`config.mk`:
```
export PLATFORM = sky130hd
export DESIGN_NAME = qdec_index_top
export DESIGN_NICKNAME = d
export VERILOG_FILES = /design/src/rtl/qdec_pkg.sv /design/src/rtl/qdec_sync.sv /design/src/rtl/qdec_step.sv /design/src/rtl/qdec_counter.sv /design/src/rtl/qdec_index_chk.sv /design/src/rtl/qdec_index_top.sv
export SDC_FILE = /design/constraint.sdc
export NUM_CORES = 1
export LEC_CHECK = 0
export BUFFER_PORTS_ARGS = -buffer_cell sky130_fd_sc_hd__buf_2
export CAP_MARGIN = 20
export CELL_PAD_IN_SITES_DETAIL_PLACEMENT = 1
export CELL_PAD_IN_SITES_GLOBAL_PLACEMENT = 1
export CORE_ASPECT_RATIO = 0.9
export CORE_MARGIN = 3
export CORE_UTILIZATION = 35
export DETAILED_ROUTE_END_ITERATION = 10
export GPL_ROUTABILITY_DRIVEN = 0
export HOLD_SLACK_MARGIN = 0.02
export PLACE_DENSITY = 0.72
export SLEW_MARGIN = 10
export SYNTH_ARGS = -nofsm -noshare
export SYNTH_HDL_FRONTEND = slang
export SYNTH_SLANG_ARGS = --single-unit
```
`constraint.sdc`:
```
create_clock -name clk -period 3.4 [get_ports clk]
set_clock_uncertainty 0.1 [all_clocks]
set_input_delay 0 -clock clk [delete_from_list [all_inputs] [get_ports clk]]
set_output_delay 0 -clock clk [all_outputs]
set_load 0.01 [all_outputs]
```
`src/rtl/qdec_pkg.sv`:
```
package qdec_pkg;

  typedef enum logic [1:0] {
    STEP_NONE = 2'd0,
    STEP_UP   = 2'd1,
    STEP_DOWN = 2'd2,
    STEP_BAD  = 2'd3
  } step_e;

  // Position of a phase pair on the up cycle 00,01,11,10 -> 0,1,2,3
  function automatic logic [1:0] gray_pos(input logic [1:0] ab);
    return {ab[1], ab[1] ^ ab[0]};
  endfunction

endpackage

```
`src/rtl/qdec_sync.sv`:
```
module qdec_sync #(
  parameter int WIDTH  = 3,
  parameter int STAGES = 2
) (
  input  logic             clk,
  input  logic             rst,
  input  logic [WIDTH-1:0] d,
  output logic [WIDTH-1:0] q
);
  logic [WIDTH-1:0] stg [STAGES];

  always_ff @(posedge clk) begin
    if (rst) begin
      for (int i = 0; i < STAGES; i++) stg[i] <= '0;
    end else begin
      stg[0] <= d;
      for (int i = 1; i < STAGES; i++) stg[i] <= stg[i-1];
    end
  end

  assign q = stg[STAGES-1];
endmodule

```
`src/rtl/qdec_step.sv`:
```
module qdec_step
  import qdec_pkg::*;
(
  input  logic       clk,
  input  logic       rst,
  input  logic [1:0] ab,
  output step_e      step
);
  logic [1:0] ab_q;
  logic [1:0] delta;

  // Reference state is tracked every cycle, counting enabled or not
  always_ff @(posedge clk) begin
    if (rst) ab_q <= 2'b00;
    else     ab_q <= ab;
  end

  assign delta = gray_pos(ab) - gray_pos(ab_q);

  always_comb begin
    case (delta)
      2'd1:    step = STEP_UP;
      2'd3:    step = STEP_DOWN;
      2'd2:    step = STEP_BAD;
      default: step = STEP_NONE;
    endcase
  end
endmodule

```
`src/rtl/qdec_counter.sv`:
```
module qdec_counter
  import qdec_pkg::*;
#(
  parameter int W = 16
) (
  input  logic         clk,
  input  logic         rst,
  input  logic         en,
  input  step_e        step,
  input  logic [W-1:0] period,
  output logic [W-1:0] count,
  output logic [W-1:0] cnt_nxt,
  output logic         wrap,
  output logic         dir_up
);
  localparam logic [W-1:0] ONE = W'(1);

  always_comb begin
    cnt_nxt = count;
    wrap    = 1'b0;
    if (en) begin
      case (step)
        STEP_UP: begin
          if (count >= period) begin
            cnt_nxt = '0;
            wrap    = 1'b1;
          end else begin
            cnt_nxt = count + ONE;
          end
        end
        STEP_DOWN: begin
          if (count == '0) begin
            cnt_nxt = period;
            wrap    = 1'b1;
          end else begin
            cnt_nxt = count - ONE;
          end
        end
        default: cnt_nxt = count;
      endcase
    end
  end

  always_ff @(posedge clk) begin
    if (rst) begin
      count  <= '0;
      dir_up <= 1'b1;
    end else begin
      count <= cnt_nxt;
      if (en && step == STEP_UP)   dir_up <= 1'b1;
      if (en && step == STEP_DOWN) dir_up <= 1'b0;
    end
  end
endmodule

```
`src/rtl/qdec_index_chk.sv`:
```
module qdec_index_chk #(
  parameter int W = 16
) (
  input  logic         clk,
  input  logic         rst,
  input  logic         chk_en,
  input  logic         idx,
  input  logic [W-1:0] cnt_nxt,
  input  logic         wrap,
  input  logic         clr,
  output logic         err
);
  logic idx_q;
  logic idx_rise;
  logic set_err;

  always_ff @(posedge clk) begin
    if (rst) idx_q <= 1'b0;
    else     idx_q <= idx;
  end

  assign idx_rise = idx & ~idx_q;
  // Index is judged against the count this cycle produces
  assign set_err  = chk_en & ((idx_rise & (cnt_nxt != '0)) | (wrap & ~idx));

  always_ff @(posedge clk) begin
    if (rst) err <= 1'b0;
    else     err <= (err & ~clr) | set_err;
  end
endmodule

```
`src/rtl/qdec_index_top.sv`:
```
module qdec_index_top
  import qdec_pkg::*;
#(
  parameter int CNT_W       = 16,
  parameter int SYNC_STAGES = 2
) (
  input  logic             clk,
  input  logic             rst,
  input  logic             en,
  input  logic             idx_en,
  input  logic             pha,
  input  logic             phb,
  input  logic             idx,
  input  logic [CNT_W-1:0] period,
  input  logic             err_clr,
  output logic [CNT_W-1:0] count,
  output logic             dir_up,
  output logic             err
);
  localparam int NSIG = 3;

  logic [NSIG-1:0]  raw_in;
  logic [NSIG-1:0]  syn;
  step_e            step;
  logic [CNT_W-1:0] cnt_nxt;
  logic             wrap;

  assign raw_in = {idx, pha, phb};

  qdec_sync #(.WIDTH(NSIG), .STAGES(SYNC_STAGES)) u_sync (
    .clk(clk), .rst(rst), .d(raw_in), .q(syn)
  );

  qdec_step u_step (
    .clk(clk), .rst(rst), .ab(syn[1:0]), .step(step)
  );

  qdec_counter #(.W(CNT_W)) u_cnt (
    .clk(clk), .rst(rst), .en(en), .step(step), .period(period),
    .count(count), .cnt_nxt(cnt_nxt), .wrap(wrap), .dir_up(dir_up)
  );

  qdec_index_chk #(.W(CNT_W)) u_chk (
    .clk(clk), .rst(rst), .chk_en(en & idx_en), .idx(syn[2]),
    .cnt_nxt(cnt_nxt), .wrap(wrap), .clr(err_clr), .err(err)
  );
endmodule

```
Word level (Yosys, flattened, before mapping)
Memories as Yosys holds them, arrays and structs flattened.
Cells that the tools add are included.
Storage, ports and cells
  flip-flop bits (word level): 21
  bits in writable memories: 6
  input bits: 24
  output and inout bits: 18
  logic and storage cells: 51
  memories: 1
Memory list
  u_sync.stg: words 2, bits a word 3, rd ports 2, clocked after memory_dff 0, write ports 2, line qdec_sync.sv:10  | logic [WIDTH-1:0] stg [STAGES];
Cells by class
  $add $sub $neg: 3
  magnitude comparators: 1
  equal/unequal tests: 5
  mux-type cells: 16
  bitwise operators: 15
  reduce and logical (&&, ||, !) cells: 5
Operators with widths (number)
  16-bit 2-to-1 mux: 3
  16-bit case mux with 2 select lines: 1
  16-bit by 1-bit adder with 16-bit output, second input constant: 1
  16-bit >= comparator: 1
  16-bit zero test: 1
  16-bit nonzero test: 1
  16-bit by 1-bit subtractor with 16-bit output, second input constant: 1
  1-bit 2-to-1 mux: 8
  1-bit bitwise AND: 6
  2-bit equality test, second input constant: 3
  3-bit 2-to-1 mux: 2
  2-bit case mux with 3 select lines: 1
  2-bit by 1-bit equality test with 1-bit output, second input constant: 2
  1-bit bitwise OR: 4
  1-bit NOT: 3
  1-bit logical AND: 2
  1-bit case mux with 2 select lines: 1
  2-bit nonzero test: 1
  2-bit subtractor: 1
  1-bit XOR: 2

Logic depth before layout (Yosys ltp)
Gate-level depths: netlist of run 1.
  word-level depth: 12
  gate-level depth with buffers: 13
  gate-level depth less buffers: 11

Hierarchy
From an unflattened synthesis of run 1, not the netlist that was laid out.
Unflattened totals
  cells, all modules: 344
  area, all modules: 2675.1 um2
By module, submodules not included
  qdec_counter: instances 1, cells each 303, area an instance 2212.1 um2, sequential area each 340.3 um2
  qdec_sync: instances 1, cells each 15, area an instance 180.2 um2, sequential area each 120.1 um2
  qdec_step: instances 1, cells each 12, area an instance 141.4 um2, sequential area each 40.0 um2
  qdec_index_chk: instances 1, cells each 13, area an instance 135.1 um2, sequential area each 40.0 um2
  qdec_index_top: instances 1, cells each 1, area an instance 6.3 um2, sequential area each 0.0 um2

Worst setup path before layout of run 1
No wires, ideal clock.
  path kind: reg-to-reg
  start point: register u_cnt.count[0]
  end point: register u_chk.err
  library setup time: 0.125 ns
  data arrival time: 3.130 ns
  data required time: 3.175 ns
  setup slack: 0.045 ns
  stages on the path, launching flop included: 12
  buffers on the path: 0
  clock period less this slack: 3.355 ns
  cell sequence: dfxtp_1 -> inv_1 -> ha_1 -> nand2b_1 -> a2111oi_0 -> nor4_1 -> or4_1 -> a22oi_1 -> nand3_1 -> nor4_2 -> nand4_1 -> o41a_1
On the way
  cells in the longest elaborated chain, start to end: 9
  elaborated cells between the ends (all ways): 18
  those cells by class: add/sub (2); order compare (1); mux (8); bitwise (5); reduce/logical (2)
Ends and longest elaborated chain
  from (decl): line qdec_counter.sv:11  | output logic [W-1:0] count,
  from (signal assigned): line qdec_counter.sv:49  | count <= cnt_nxt;
  16-bit by 1-bit subtractor with 16-bit output (tied with other cells): line qdec_counter.sv:36  | cnt_nxt = count - ONE;
  16-bit 2-to-1 mux, on equally long branches: line qdec_counter.sv:32, qdec_counter.sv:24
  16-bit case mux with 2 select lines: line qdec_counter.sv:22  | case (step)
  16-bit 2-to-1 mux: line qdec_counter.sv:21  | if (en) begin
  16-bit nonzero test: line qdec_index_chk.sv:24  | assign set_err = chk_en & ((idx_rise & (cnt_nxt != '0)) | (wrap & ~idx));
  1-bit bitwise AND: line qdec_index_chk.sv:24
  1-bit bitwise OR *: line qdec_index_chk.sv:24
  1-bit bitwise AND *: line qdec_index_chk.sv:24
  1-bit bitwise OR *: line qdec_index_chk.sv:28  | else err <= (err & ~clr) | set_err;
  to (signal assigned): line qdec_index_chk.sv:28
  to (decl): line qdec_index_chk.sv:11  | output logic err
Every way passes the cells marked *; elsewhere a longest branch is shown, timed or not.
A chain may end at the register's enable or synchronous reset.

Final worst setup path of run 1
  start point: register u_cnt.count[15]
  end point: register u_chk.err
Same word-level chain as after synthesis.

==> results.py, run 1 <==
metrics = {
    "hold_path": {
        "hp-start": "idx_en",
        "holdPathEnd": "u_chk.err",
        "hold_path_depth": 4,
        "hold_class": "input port to flop",
    },
    "clock_tree": {
        "clock-sinks": 27,
        "clock_path_buffers": 2,
        "cts_tree": "yes",
        "insertion_delay_ns": 0.29,
        "cts_root_buffer": "clkbuf_8",
        "htreeDepth": 1,
        "clk_pin_slew_ns": 0.11,
        "cts_buffers": 3,
    },
    "critical_path": {
        "cp-start-kind": "flop",
        "rr_worst_depth": 10,
        "cp.required_ns": 3.49,
        "r2r-start": "u_cnt.count[15]",
        "crit_fanout": 4,
        "arrival_ns": 3.35,
        "r2r_end": "u_chk.err",
        "worstSetupPathType": "flop to flop",
        "r2r_slack_ns": 0.13,
        "end_kind": "flop",
    },
    "yosys": {
        "synth-async-reset-ratio_pct": 0,
        "ys_seq_elements": 27,
        "syn_inst": 320,
        "yosys_warnings": 0,
        "yosysUniqueCellTypes": 53,
        "synth_seq_area_share_pct": 23.1,
        "syn_nets": 364,
        "syn_area_sq_um": 2340,
        "ys.flop_type": "dfxtp_1",
        "synth_edf_count": 0,
        "avgSynthCellArea_sq_um": 7.31,
    },
    "sta": {
        "period_needed_ns": 3.27,
        "setup_viol": 0,
        "holdWs_ns": 0.0384,
        "slew_headroom_pct": 33.7,
        "tightest_slew_ns": 0.991,
        "fmax_mhz": 306,
        "hold_viol_final": 0,
        "finalCritPeriodShare_pct": 96.1,
        "slew_violations": 0,
    },
    "finish": {
        "drive_gt1_share_pct": 29.7,
        "design_area_sq_um": 3090,
        "multiInputGateArea_sq_um": 1750,
        "fillCellCount": 831,
        "layoutNonFillerInstCount": 481,
        "diodes": 0,
        "area_growth_pct": 32.3,
        "ff_latch_area_sq_um": 547,
        "nNetsFinal": 439,
    },
    "pwr": {
        "sw_frac_of_total_pct": 40.7,
        "ir_worst_vdd_uv": 266,
        "power_density_nw_per_um2": 360,
        "p_sw_uw": 454,
        "report.power.total_uw": 1110,
        "internal_power_uw": 660,
        "power_frac_seq_pct": 30.6,
        "pwr-share-clk_pct": 18.7,
        "combPwrFrac_pct": 50.7,
        "p_leak_uw": 0.00142,
    },
    "global_route": {
        "grt_use_total_pct": 23.3,
        "grt_pass1_vias": 2828,
        "grt_max_degree": 29,
        "grt-ovfl-total": 0,
        "grt_pass1_wl_um": 14600,
        "antenna_found_initial": 0,
    },
    "job": {
        "max-cap-violations": 0,
    },
    "routing": {
        "routed_wl_um": 9210,
        "route.detailed.drc": 0,
        "num_vias": 2829,
        "wire_per_inst_um": 19.2,
        "dr.pass1.iters": 4,
        "postRouteAntennaNets": 0,
        "viasPerCell": 5.88,
        "drtIter0Drc": 249,
    },
    "floorplan": {
        "std_cell_rows": 27,
        "start_util_pct": 37.2,
        "pin_count": 42,
        "die_x_um": 92.2,
        "dieArea_sq_um": 7700,
        "core_area_sq_um": 6280,
        "die_y_um": 83.5,
    },
    "placement": {
        "dpl.hpwl_um": 7210,
        "dpl_cell_area_sq_um": 2860,
        "place_inst": 469,
        "portBuffers": 41,
    },
    "outcome": {
        "status": "finished, final reports clean",
    },
}
==> per-stage QoR <==
| step | TNS (ns) | setup WS (ns) | util, % |
|---|---|---|---|
| floorplan | 0 | 0.0449 | - |
| global placement | 0 | 0.109 | 45.6 |
| detailed placement | 0 | 0.0708 | 45.6 |
| CTS | 0 | 0.0260 | 47.0 |
| global route | -0.0121 | -0.0121 | 49.2 |
| finish | 0 | 0.134 | 49.2 |
==> critical path, stage by stage, from the launching register on <==
cell      delay, ns
dfxtp_2        0.34
ha_1           0.29
nand4_2        0.11
or3_4          0.38
or4_4          0.50
and3_4         0.21
a221oi_4       0.25
o221ai_2       0.14
nor4_2         0.28
nand4_1        0.14
o41a_1         0.41
==> synth_stat cells, types with 2 or more instances <==
cell        n  share of area [%]
inv_1      22                3.5
nand4_1     6                1.6
xnor2_1     4                1.5
nand2b_1    3               0.80
dfxtp_1    27                 23
and3_1      2               0.53
or4_1       2               0.64
a2111oi_0   2               0.75
a31oi_1     6                1.6
nand2_1    29                4.7
a221oi_1    5                1.9
clkbuf_1   14                2.2
a21oi_1    16                3.4
a211oi_1    2               0.64
nand3_1    16                3.4
nor2b_1    16                4.3
nand3b_1    2               0.64
nor2_1     35                5.6
nor3_1      8                1.7
o31ai_1     4                1.3
nor4_1      5                1.3
xor2_1      6                2.2
a22oi_1     2               0.64
o311a_1     3                1.3
or2_2       3               0.80
ha_1       20                 11
or3_1       8                2.1
mux2i_1     2               0.86
o21ai_0    21                4.5
o211ai_1    5                1.6
a21o_1      2               0.64
==> power groups by stage <==
stage                     sequential (uW)  clock [uW]  combinational (uW)
after global routing                  343         227                 611
after global placement                346           0                 495
final                                 340         208                 565
after floorplan                       354           0                 293
after CTS                             340         213                 515
after detailed placement              347           0                 504
==> metal layers <==
metal | track usage (%) | vias to the layer above | wire length, um | share of wire, %
li1 | - | 1311 | - | -
met1 | 32.0 | 1392 | 4070 | 44
met2 | 37.1 | 103 | 4250 | 46
met3 | 3.97 | 23 | 672 | 7.3
met4 | 7.15 | 0 | 224 | 2.4
met5 | 0 | - | 0 | 0
==> layout make-up <==
| type | count | share of cell area [%] |
|---|---|---|
| multi-input cells | 255 | 56.6 |
| clock inverters | 1 | 0.283 |
| flip-flops and latches | 27 | 17.7 |
| well taps | 87 | 3.52 |
| repair buffers | 86 | 17.9 |
| clock buffers | 3 | 1.33 |
| inverters | 22 | 2.67 |
==> flip-flops by register name, summed over array words and instances (netlist names) <==
signal,flops
u_chk.idx_q,1
u_step.ab_q,2
u_sync.stg,6
u_cnt.dir_up,1
u_cnt.count,16
u_chk.err,1
==> cell usage in the layout (no fill, tap or decap), types with 3 or more instances in the layout <==
cell,n
buf_2,41
buf_4,41
nor2_1,33
nand2_1,28
inv_1,22
dfxtp_1,22
o21ai_0,20
ha_1,17
a21oi_1,16
nand3_1,16
nor2b_1,16
nor3_1,8
xor2_1,6
nand4_1,6
or3_1,6
a31oi_1,6
nor4_1,5
o211ai_1,5
dfxtp_2,5
o31ai_1,4
a221oi_1,4
dlygate4sd3_1,4
xnor2_1,3
nand2b_1,3
or2_2,3
o311a_1,3
clkbuf_8,3
==> repair_timing <==
| item | CTS | global route |
|---|---|---|
| endpoints found under the hold margin | 4 | 0 |
| pin swaps | 1 | 7 |
| gates resized for setup | 2 | 26 |
| hold buffers | 4 | 0 |
| setup endpoints to repair | 1 | 2 |
| buffers inserted | 0 | 4 |
==> how the worst max path moves through the flow <==
stage	from	to	slack [ns]	depth (start not counted)
after floorplan	u_cnt.count[0]	u_chk.err	0.04	11
after global placement	u_cnt.count[0]	u_chk.err	0.11	12
after detailed placement	u_cnt.count[1]	u_chk.err	0.07	13
after CTS	u_cnt.count[0]	u_chk.err	0.03	12
after global routing	period[5]	u_chk.err	-0.01	13
final	u_cnt.count[15]	u_chk.err	0.13	10
==> kinds of logic after synthesis <==
logic type	after synthesis	share of synthesized area, %
multiplexers	2	0.856
adder cells (fa/ha/maj)	20	10.7
AND/OR/NAND/NOR	143	31.4
AO/OA/AOI/OAI	80	23.8
XOR/XNOR	10	3.75
buffers and inverters	38	6.42
flip-flops	27	23.1
Power figures use the tool's default switching activity.
==> run 2, diff against run 1 <==
Settings changed: CORE_UTILIZATION 35 to 37, PLACE_DENSITY 0.72 to 0.75.
==> run 2 against run 1 <==
  * Global-route usage up 1.4 points
  * Register-to-register slack lost 0.02 ns
  * Via count fell by 2.4%
  * Routed wire length is 0.11% higher
  * Flip-flop and latch count stayed put
  * Sequential power is essentially flat
==> results.py, run 2 (synthesized netlist as in run 1, its figures left out) <==
metrics = {
    "routing": {
        "wire_per_inst_um": 19.6,
        "dr.pass1.iters": 5,
        "drtIter0Drc": 249,
        "wl_met1_um": 4110,
        "route.detailed.drc": 0,
        "wl_met3_um": 689,
        "top_layer_used": "met4",
        "routed_wl_um": 9220,
        "num_vias": 2761,
        "met2WireLength_um": 4170,
        "postRouteAntennaNets": 0,
        "viasPerCell": 5.86,
    },
    "finish": {
        "nNetsFinal": 432,
        "reg_top3": "u_cnt.count: 16 flops, u_sync.stg: 6 flops, u_step.ab_q: 2 flops",
        "area_growth_pct": 31.1,
        "largest-register": "u_cnt.count",
        "diodes": 0,
        "largest_reg_flops": 16,
        "utilization_pct": 52.1,
        "drive_gt1_share_pct": 27.4,
        "final_cell_mix": "buf_2 (41), nor2_1 (35), buf_4 (34)",
        "layout_commonest_cell": "buf_2",
    },
    "clock_tree": {
        "insertion_delay_ns": 0.28,
        "htreeDepth": 1,
        "clk_pin_slew_ns": 0.10,
        "clock_path_buffers": 2,
        "clock-sinks": 27,
        "cts_tree": "yes",
        "cts_root_buffer": "clkbuf_8",
        "cts_buffers": 3,
    },
    "critical_path": {
        "path_buf_inv": 0,
        "crit_fanout": 5,
        "path_cells": "ha_4 > nand4_4 > or3_4 > or4_4 > and3_4 > a221oi_4 > o221ai_2 > nor4_2 > nand4_1 > o41a_1",
        "r2r_slack_ns": 0.11,
        "worstSetupPathType": "flop to flop",
        "arrival_ns": 3.36,
        "cpMaxStageDelayCell": "or4_4",
        "critPathMaxStageDelay_ns": 0.49,
        "end_kind": "flop",
        "cp.required_ns": 3.47,
        "cp-start-kind": "flop",
        "cp_top_family": "simple AND/OR/NAND/NOR gates",
    },
    "pwr": {
        "report.power.total_uw": 1080,
        "power_density_nw_per_um2": 353,
        "p_leak_uw": 0.00139,
        "ir_worst_vdd_uv": 161,
    },
    "floorplan": {
        "pin_count": 42,
        "die_x_um": 89.8,
        "die_y_um": 81.4,
        "std_cell_rows": 26,
        "core_area_sq_um": 5890,
        "start_util_pct": 39.7,
        "dieArea_sq_um": 7310,
    },
    "global_route": {
        "grt_pass1_wl_um": 14500,
        "antenna_found_initial": 0,
        "grt_use_total_pct": 24.7,
        "grt_max_degree": 29,
        "grt-ovfl-total": 0,
        "grt_pass1_vias": 2775,
    },
    "sta": {
        "period_needed_ns": 3.29,
        "slew_headroom_pct": 40.1,
        "hold_viol_final": 0,
        "fmax_mhz": 304,
        "finalCritPeriodShare_pct": 96.7,
        "slew_violations": 0,
        "holdWs_ns": 0.0729,
        "setup_viol": 0,
        "tightest_slew_ns": 0.895,
    },
    "placement": {
        "dpl.hpwl_um": 6960,
        "portBuffers": 41,
    },
    "job": {
        "max-cap-violations": 0,
    },
    "outcome": {
        "status": "finished, final reports clean",
    },
    "hold_path": {
        "hold_class": "input port to flop",
    },
}
## run 2: path summary, 6_finish.rpt
kind,from,end,depth (start not counted)
min reg2reg,u_sync.stg[0][2],u_sync.stg[0][5],1
max,u_cnt.count[13],u_chk.err,10
min,rst,u_cnt.count[13],2
max reg2reg,u_cnt.count[13],u_chk.err,10
## run 2: final cells by class
type | instances | area [sq um]
multi-input cells | 255 | 1790
inverters | 22 | 82.6
clock inverters | 1 | 5.00
well taps | 84 | 105
clock buffers | 3 | 41.3
flip-flops and latches | 27 | 543
fillers | 770 | 2820
repair buffers | 79 | 500
## run 2: metal layers
layer	track usage (%)	vias to the layer above
li1	-	1292
met1	33.6	1331
met2	40.9	115
met3	3.66	23
met4	7.96	0
met5	0	-
## run 2: power breakdown
group	leakage (uW)	total, uW	internal (uW)	switching [uW]
Clock	0.0000255	197	82.6	115
Combinational	0.00114	544	228	316
Sequential	0.000221	341	330	11.4
Total	0.00139	1080	641	442
## run 2: metrics by stage
step | setup TNS [ns] | worst slack (ns) | instance area, sq um | cells
floorplan | 0 | 0.0449 | 2340 | 320
global placement | -0.0866 | -0.0866 | 2820 | 461
global route | -0.156 | -0.156 | 3070 | 471
finish | 0 | 0.111 | 3070 | 471
detailed placement | -0.121 | -0.121 | 2820 | 461
CTS | 0 | 0.0206 | 2930 | 469
## run 2: repair_timing
action,CTS,global route
pin swaps,0,6
setup endpoints to repair,1,1
hold buffers,4,0
hold endpoints to repair,4,0
gates resized for setup,3,21
setup buffers,0,2
